### config.mk
export PLATFORM = sky130hd
export DESIGN_NAME = mbx_doorbell_top
export DESIGN_NICKNAME = d
export VERILOG_FILES = /design/src/rtl/mbx_pkg.sv /design/src/rtl/mbx_cmd_status.sv /design/src/rtl/mbx_wbuf.sv /design/src/rtl/mbx_rbuf.sv /design/src/rtl/mbx_doorbell_top.sv
export SDC_FILE = /design/constraint.sdc
export NUM_CORES = 1
export LEC_CHECK = 0
export ABC_AREA = 0
export BUFFER_PORTS_ARGS = -buffer_cell sky130_fd_sc_hd__buf_2
export CORE_ASPECT_RATIO = 0.7
export CORE_MARGIN = 2
export CORE_UTILIZATION = 54
export CTS_CLUSTER_DIAMETER = 200
export CTS_CLUSTER_SIZE = 20
export DETAILED_ROUTE_END_ITERATION = 12
export PLACE_DENSITY = 0.8
export SLEW_MARGIN = 10
export SYNTH_ARGS = -nofsm -noshare
export SYNTH_HDL_FRONTEND = slang
export SYNTH_HIERARCHICAL = 1
export SYNTH_SLANG_ARGS = --single-unit
### constraint.sdc
create_clock -name clk_i -period 3.1 [get_ports clk_i]
set_clock_uncertainty 0.15 [all_clocks]
set_input_delay 0.465 -clock clk_i [delete_from_list [all_inputs] [get_ports clk_i]]
set_output_delay 0.465 -clock clk_i [all_outputs]
set_load 0.1 [all_outputs]
### src/rtl/mbx_pkg.sv
package mbx_pkg;
  localparam int unsigned HAW = 8;
  localparam int unsigned HDW = 32;

  localparam logic [HAW-1:0] OFF_CMD  = 8'h00;
  localparam logic [HAW-1:0] OFF_STAT = 8'h04;
  localparam logic [HAW-1:0] OFF_WBUF = 8'h80;
  localparam logic [HAW-1:0] OFF_RBUF = 8'h90;

  typedef struct packed {
    logic [7:0] rsv_hi;
    logic [7:0] len;
    logic [3:0] op_id;
    logic [2:0] rsv_lo;
    logic       notify;
    logic [7:0] opcode;
  } cmd_word_t;

  typedef struct packed {
    logic [7:0] rsv_hi;
    logic [7:0] err_code;
    logic [7:0] init_id;
    logic [3:0] op_id;
    logic [1:0] rsv_lo;
    logic       err;
    logic       busy;
  } stat_word_t;
endpackage

### src/rtl/mbx_cmd_status.sv
module mbx_cmd_status
  import mbx_pkg::*;
#(
  parameter logic [7:0] INIT_ID = 8'h5A
) (
  input  logic           clk_i,
  input  logic           rst_ni,
  input  logic           cmd_we_i,
  input  logic [HDW-1:0] cmd_wdata_i,
  input  logic           done_i,
  input  logic           err_i,
  input  logic [7:0]     err_code_i,
  output logic           busy_o,
  output logic           doorbell_o,
  output logic           cmpl_o,
  output cmd_word_t      cmd_o,
  output stat_word_t     stat_o
);
  logic       busy_q, err_q, bell_q, cmpl_q;
  logic [7:0] code_q;
  cmd_word_t  cmd_q;

  logic accept, finish;
  assign accept = cmd_we_i && !busy_q;
  assign finish = done_i && busy_q;

  always_ff @(posedge clk_i or negedge rst_ni) begin
    if (!rst_ni) begin
      busy_q <= 1'b0;
      err_q  <= 1'b0;
      code_q <= '0;
      cmd_q  <= '0;
      bell_q <= 1'b0;
      cmpl_q <= 1'b0;
    end else begin
      bell_q <= 1'b0;
      cmpl_q <= 1'b0;
      if (accept) begin
        cmd_q  <= cmd_word_t'(cmd_wdata_i);
        busy_q <= 1'b1;
        err_q  <= 1'b0;
        code_q <= '0;
        bell_q <= 1'b1;
      end else if (finish) begin
        busy_q <= 1'b0;
        err_q  <= err_i;
        code_q <= err_code_i;
        cmpl_q <= cmd_q.notify;
      end
    end
  end

  always_comb begin
    stat_o          = '0;
    stat_o.err_code = code_q;
    stat_o.init_id  = INIT_ID;
    stat_o.op_id    = cmd_q.op_id;
    stat_o.err      = err_q;
    stat_o.busy     = busy_q;
  end

  assign busy_o     = busy_q;
  assign doorbell_o = bell_q;
  assign cmpl_o     = cmpl_q;
  assign cmd_o      = cmd_q;
endmodule

### src/rtl/mbx_wbuf.sv
module mbx_wbuf #(
  parameter int unsigned WORDS = 4,
  localparam int unsigned IW    = (WORDS > 1) ? $clog2(WORDS) : 1,
  localparam int unsigned BYTES = WORDS * 4
) (
  input  logic               clk_i,
  input  logic               rst_ni,
  input  logic               we_i,
  input  logic [IW-1:0]      idx_i,
  input  logic [3:0]         be_i,
  input  logic [31:0]        wdata_i,
  input  logic [7:0]         len_i,
  output logic [WORDS*32-1:0] data_o,
  output logic [BYTES-1:0]   mask_o
);
  for (genvar w = 0; w < WORDS; w++) begin : g_word
    for (genvar b = 0; b < 4; b++) begin : g_byte
      logic [7:0] byte_q;
      always_ff @(posedge clk_i or negedge rst_ni) begin
        if (!rst_ni)
          byte_q <= '0;
        else if (we_i && (idx_i == IW'(w)) && be_i[b])
          byte_q <= wdata_i[8*b +: 8];
      end
      assign data_o[32*w + 8*b +: 8] = byte_q;
    end
  end

  // length above the buffer size saturates to all-valid
  for (genvar j = 0; j < BYTES; j++) begin : g_mask
    assign mask_o[j] = (len_i > 8'(j));
  end
endmodule

### src/rtl/mbx_rbuf.sv
module mbx_rbuf #(
  parameter int unsigned WORDS = 4,
  localparam int unsigned IW = (WORDS > 1) ? $clog2(WORDS) : 1
) (
  input  logic          clk_i,
  input  logic          rst_ni,
  input  logic          we_i,
  input  logic [IW-1:0] widx_i,
  input  logic [31:0]   wdata_i,
  input  logic [IW-1:0] ridx_i,
  output logic [31:0]   rdata_o
);
  logic [31:0] mem_q [WORDS];

  always_ff @(posedge clk_i or negedge rst_ni) begin
    if (!rst_ni) begin
      for (int i = 0; i < WORDS; i++) mem_q[i] <= '0;
    end else if (we_i) begin
      mem_q[widx_i] <= wdata_i;
    end
  end

  assign rdata_o = mem_q[ridx_i];
endmodule

### src/rtl/mbx_doorbell_top.sv
module mbx_doorbell_top
  import mbx_pkg::*;
#(
  parameter int unsigned BUF_WORDS = 4,
  parameter logic [7:0]  INIT_ID   = 8'h5A,
  localparam int unsigned IW = (BUF_WORDS > 1) ? $clog2(BUF_WORDS) : 1,
  localparam int unsigned RB = IW + 2
) (
  input  logic                    clk_i,
  input  logic                    rst_ni,
  input  logic                    hsel_i,
  input  logic                    hwr_i,
  input  logic                    hbyte_i,
  input  logic [HAW-1:0]          haddr_i,
  input  logic [HDW-1:0]          hwdata_i,
  input  logic [3:0]              hbe_i,
  output logic [HDW-1:0]          hrdata_o,
  output logic                    ctl_doorbell_o,
  output logic                    ctl_busy_o,
  output logic [HDW-1:0]          ctl_cmd_o,
  output logic [BUF_WORDS*32-1:0] ctl_wbuf_o,
  output logic [BUF_WORDS*4-1:0]  ctl_wmask_o,
  input  logic                    ctl_rbuf_we_i,
  input  logic [IW-1:0]           ctl_rbuf_idx_i,
  input  logic [HDW-1:0]          ctl_rbuf_data_i,
  input  logic                    ctl_done_i,
  input  logic                    ctl_err_i,
  input  logic [7:0]              ctl_err_code_i,
  output logic                    host_cmpl_irq_o
);
  logic hit_cmd, hit_stat, hit_wbuf, hit_rbuf;
  assign hit_cmd  = haddr_i[HAW-1:2] == OFF_CMD[HAW-1:2];
  assign hit_stat = haddr_i[HAW-1:2] == OFF_STAT[HAW-1:2];
  assign hit_wbuf = haddr_i[HAW-1:RB] == OFF_WBUF[HAW-1:RB];
  assign hit_rbuf = haddr_i[HAW-1:RB] == OFF_RBUF[HAW-1:RB];

  logic wr_en, rd_en;
  assign wr_en = hsel_i && hwr_i;
  assign rd_en = hsel_i && !hwr_i;

  cmd_word_t  cmd;
  stat_word_t stat;

  mbx_cmd_status #(.INIT_ID(INIT_ID)) u_cmd (
    .clk_i      (clk_i),
    .rst_ni     (rst_ni),
    .cmd_we_i   (wr_en && hit_cmd),
    .cmd_wdata_i(hwdata_i),
    .done_i     (ctl_done_i),
    .err_i      (ctl_err_i),
    .err_code_i (ctl_err_code_i),
    .busy_o     (ctl_busy_o),
    .doorbell_o (ctl_doorbell_o),
    .cmpl_o     (host_cmpl_irq_o),
    .cmd_o      (cmd),
    .stat_o     (stat)
  );
  assign ctl_cmd_o = cmd;

  mbx_wbuf #(.WORDS(BUF_WORDS)) u_wbuf (
    .clk_i  (clk_i),
    .rst_ni (rst_ni),
    .we_i   (wr_en && hit_wbuf),
    .idx_i  (haddr_i[RB-1:2]),
    .be_i   (hbe_i),
    .wdata_i(hwdata_i),
    .len_i  (cmd.len),
    .data_o (ctl_wbuf_o),
    .mask_o (ctl_wmask_o)
  );

  logic [31:0] rbuf_word;
  mbx_rbuf #(.WORDS(BUF_WORDS)) u_rbuf (
    .clk_i  (clk_i),
    .rst_ni (rst_ni),
    .we_i   (ctl_rbuf_we_i),
    .widx_i (ctl_rbuf_idx_i),
    .wdata_i(ctl_rbuf_data_i),
    .ridx_i (haddr_i[RB-1:2]),
    .rdata_o(rbuf_word)
  );

  logic [31:0] rd_word, rd_shift;
  always_comb begin
    rd_word = '0;
    if (rd_en) begin
      if (hit_stat)      rd_word = stat;
      else if (hit_rbuf) rd_word = rbuf_word;
    end
    rd_shift = rd_word >> {haddr_i[1:0], 3'b000};
    hrdata_o = hbyte_i ? {24'h0, rd_shift[7:0]} : rd_word;
  end
endmodule

==> impl_metrics.csv <==
group,metric,value,unit
run_status,status,"completed",
floorplan,core,24700,µm²
drt,dr.pass1.iters,4,
floorplan,die_w,193,µm
power_and_ir_drop,seq_power_share,0.481,
global_route,grt_pass1_wl,54900,µm
finish,mostFrequentLayoutCells,"dfrtp_1 (300), buf_2 (279), mux2_2 (266)",
worst_setup_path,crit_fanout,19,
power_and_ir_drop,p_leak,8.25,nW
worst_setup_path,cp.depth,7,
global_route,grt-ovfl-total,0,
worst_setup_path,cp.arrival,2.43,ns
worst_setup_path,path_cells,"buf_4, buf_12, mux4_2, a32oi_1, o22ai_1, or3_1, buf_2",
finish,multi_input_area,5660,µm²
drt,postRouteAntennaNets,0,
timing,min_period,3.04,ns
power_and_ir_drop,power.switching,3.51,mW
power_and_ir_drop,switching_share,0.357,
worst_setup_path,path_buf_inv,3,
clock_network,insertion_delay,0.49,ns
yosys,synth_area,13600,µm²
worst_setup_path,start_kind,"input pin",
floorplan,die-area,26400,µm²
yosys,ys_seq_area_frac,0.553,
yosys,synth_cells,903,
worst_setup_path,cpMaxStageDelayCell,"mux4_2",
worst_setup_path,r2r_slack,1.40,ns
worst_setup_path,r2r-start,"u_cmd/busy_o",
finish,final_common_cell,"dfrtp_1",
clock_network,numCtsBuffers,18,
drt,routedWlPerCell,23.0,µm
floorplan,rows,48,
global_route,use_met1,0.390,
finish,ff_latch_area,7510,µm²
global_route,grt_pass1_vias,9235,
timing,final-setup-viol-count,0,
timing,maxSlewViolCount,0,
finish,drive_gt1_frac,0.609,
timing,max_slew_margin,0.598,
finish,syn_to_final_growth,20.9,%
floorplan,fp.dieH,137,µm
power_and_ir_drop,internal_power,6.33,mW
yosys,synth_seq_cells,300,
drt,drc,0,
worst_setup_path,end_kind,"primary output",
finish,fill_cells,1781,
clock_network,postCtsSetupBuffers,0,
drt,vias_per_cell,5.80,
global_route,grt_max_degree,76,
yosys,synth_area_per_cell,15.0,µm²
clock_network,cts.reportedPaths.clkPinSlew,0.08,ns
min_path,hold_path.class,"input pin to register",
timing,fin_crit_sh,0.982,
flow_run,max-cap-violations,0,
timing,final-hold-violation-count,0,
global_route,grt_use_met2,0.417,
worst_setup_path,cpLargestDelayFamily,"buffers and inverters",
timing,max_freq,328,MHz
power_and_ir_drop,peakVddDrop,0.000862,V
drt,wl,35500,µm
worst_setup_path,critPathMaxStageDelay,0.51,ns
drt,drt-initial-drc-count,651,
min_path,hold_depth,2,
global_route,antenna_found_initial,6,
power_and_ir_drop,pwr-share-clk,0.235,
worst_setup_path,r2r-end,"u_cmd/cmd_o[7]",
clock_network,htreeDepth,1,
placed_design,hpwl,25700,µm
power_and_ir_drop,power_density,599,nW/µm²
clock_network,cts_tree,"built",
clock_network,cts-root-buf,"clkbuf_16",
worst_setup_path,critPathCapture,"hrdata_o[5]",
drt,vias,8966,
floorplan,ioPinCount,305,
placed_design,place.gp.congestion,0.842,
yosys,yosys_warnings,6,
finish,final_nets,1311,
clock_network,cts.sinks,300,
power_and_ir_drop,p_comb_frac,0.283,
timing,whs,0.0954,ns
floorplan,initial_utilization,0.550,
worst_setup_path,crit_required,2.48,ns
global_route,grt.met3_usage,0.0572,
worst_setup_path,ff2ff_path_depth,4,
placed_design,portBuffers,304,
global_route,grt-busiest-layer,"met2",
yosys,yosysUniqueCellTypes,41,
clock_network,cts_max_path_buffers,3,
worst_setup_path,path_class,"input pin to primary output",
global_route,grtUsageTotal,0.270,
worst_setup_path,startpoint,"haddr_i[2]",
timing,tightest_slew,0.603,ns
finish,fin_util,0.665,
## stage by stage
stage	area [µm²]	total power, mW	TNS [ns]	setup WS (ns)	instances
after detailed placement	15800	7.57	0	0.0285	1521
after global placement	15800	7.51	0	0.0531	1521
final	16400	9.84	0	0.0551	1546
after floorplan	13600	6.87	-0.509	-0.254	919
after CTS	16300	9.88	0	0.0121	1541
after global routing	16400	10.2	-0.0109	-0.0109	1545
## logic make-up after synthesis
family                 count (synthesis)  share of synthesized area
AO/OA/AOI/OAI                         58                     0.0346
other                                  2                   0.000553
multiplexers                         329                      0.308
flip-flops                           300                      0.553
AND/OR/NAND/NOR                      135                     0.0634
buffers and inverters                 79                     0.0408
## final cells by class
class,count,share of cell area
diodes,5,0.000763
clock buffers,19,0.0290
inverters,3,0.000686
multi-input cells,540,0.345
flip-flops and latches,300,0.458
well taps,325,0.0248
repair buffers,354,0.142
## per-layer routing
layer | vias to the layer above | share of wire
li1 | 3923 | -
met1 | 4653 | 0.44
met2 | 329 | 0.47
met3 | 57 | 0.066
met4 | 4 | 0.024
met5 | - | 0.00076
## flip-flops by register name, indices dropped and copies added (netlist names)
register and count:
u_cmd/code_q 8, u_cmd/busy_o 1, u_rbuf/mem_q 128, u_cmd/err_q 1, u_cmd/doorbell_o 1, u_cmd/cmpl_o 1, u_wbuf/g_word.g_byte.byte_q 128, u_cmd/cmd_o 32
## how the worst min path moves through the flow
stage,start,endpoint,slack (ns)
final,ctl_rbuf_data_i[31],u_rbuf/mem_q[63],0.1
after global routing,ctl_rbuf_data_i[6],u_rbuf/mem_q[6],0.08
after CTS,ctl_rbuf_data_i[16],u_rbuf/mem_q[16],0.08
after detailed placement,rst_ni,u_cmd/cmd_o[0],0.33
after global placement,rst_ni,u_cmd/cmd_o[0],0.33
after floorplan,rst_ni,u_cmd/busy_o,0.02
## synth_stat cells, drive strengths merged
master,n,area share
nand4,13,0.0078
nand3b,3,0.0017
a21oi,10,0.0037
buf,62,0.033
or3,8,0.0037
nor4,2,0.0014
inv,3,0.00083
conb,2,0.00055
nand2,17,0.0047
o21ai,7,0.0026
a32oi,24,0.019
nand2b,1,0.00046
nor3,2,0.0011
nand4b,10,0.011
a22o,9,0.0058
nor2b,2,0.00092
o22ai,8,0.0037
dfrtp,300,0.55
nor2,37,0.010
and4bb,5,0.0046
mux2,297,0.25
clkbuf,14,0.0068
and2,24,0.012
and3,1,0.00046
nand3,9,0.0033
nor3b,1,0.00092
mux4,32,0.053
## power groups by stage
| stage | clock [mW] | sequential, mW | combinational [mW] |
|---|---|---|---|
| after global placement | 0 | 4.79 | 2.72 |
| after CTS | 2.37 | 4.72 | 2.78 |
| final | 2.32 | 4.73 | 2.79 |
| after floorplan | 0 | 5.50 | 1.36 |
| after detailed placement | 0 | 4.79 | 2.77 |
| after global routing | 2.52 | 4.79 | 2.91 |
## timing repair
action,in CTS,in global routing
hold buffers,1,0
endpoints found under the setup margin,0,8
resized for setup,0,20
hold endpoints to repair,71,0
## worst register-to-register path, stage by stage, from the launching register on
cell and delay, ns:
dfrtp_1 0.42, buf_4 0.22, nor2b_4 0.14, buf_12 0.28, mux2_2 0.39
Note: power is estimated with default switching activity, not from simulation.
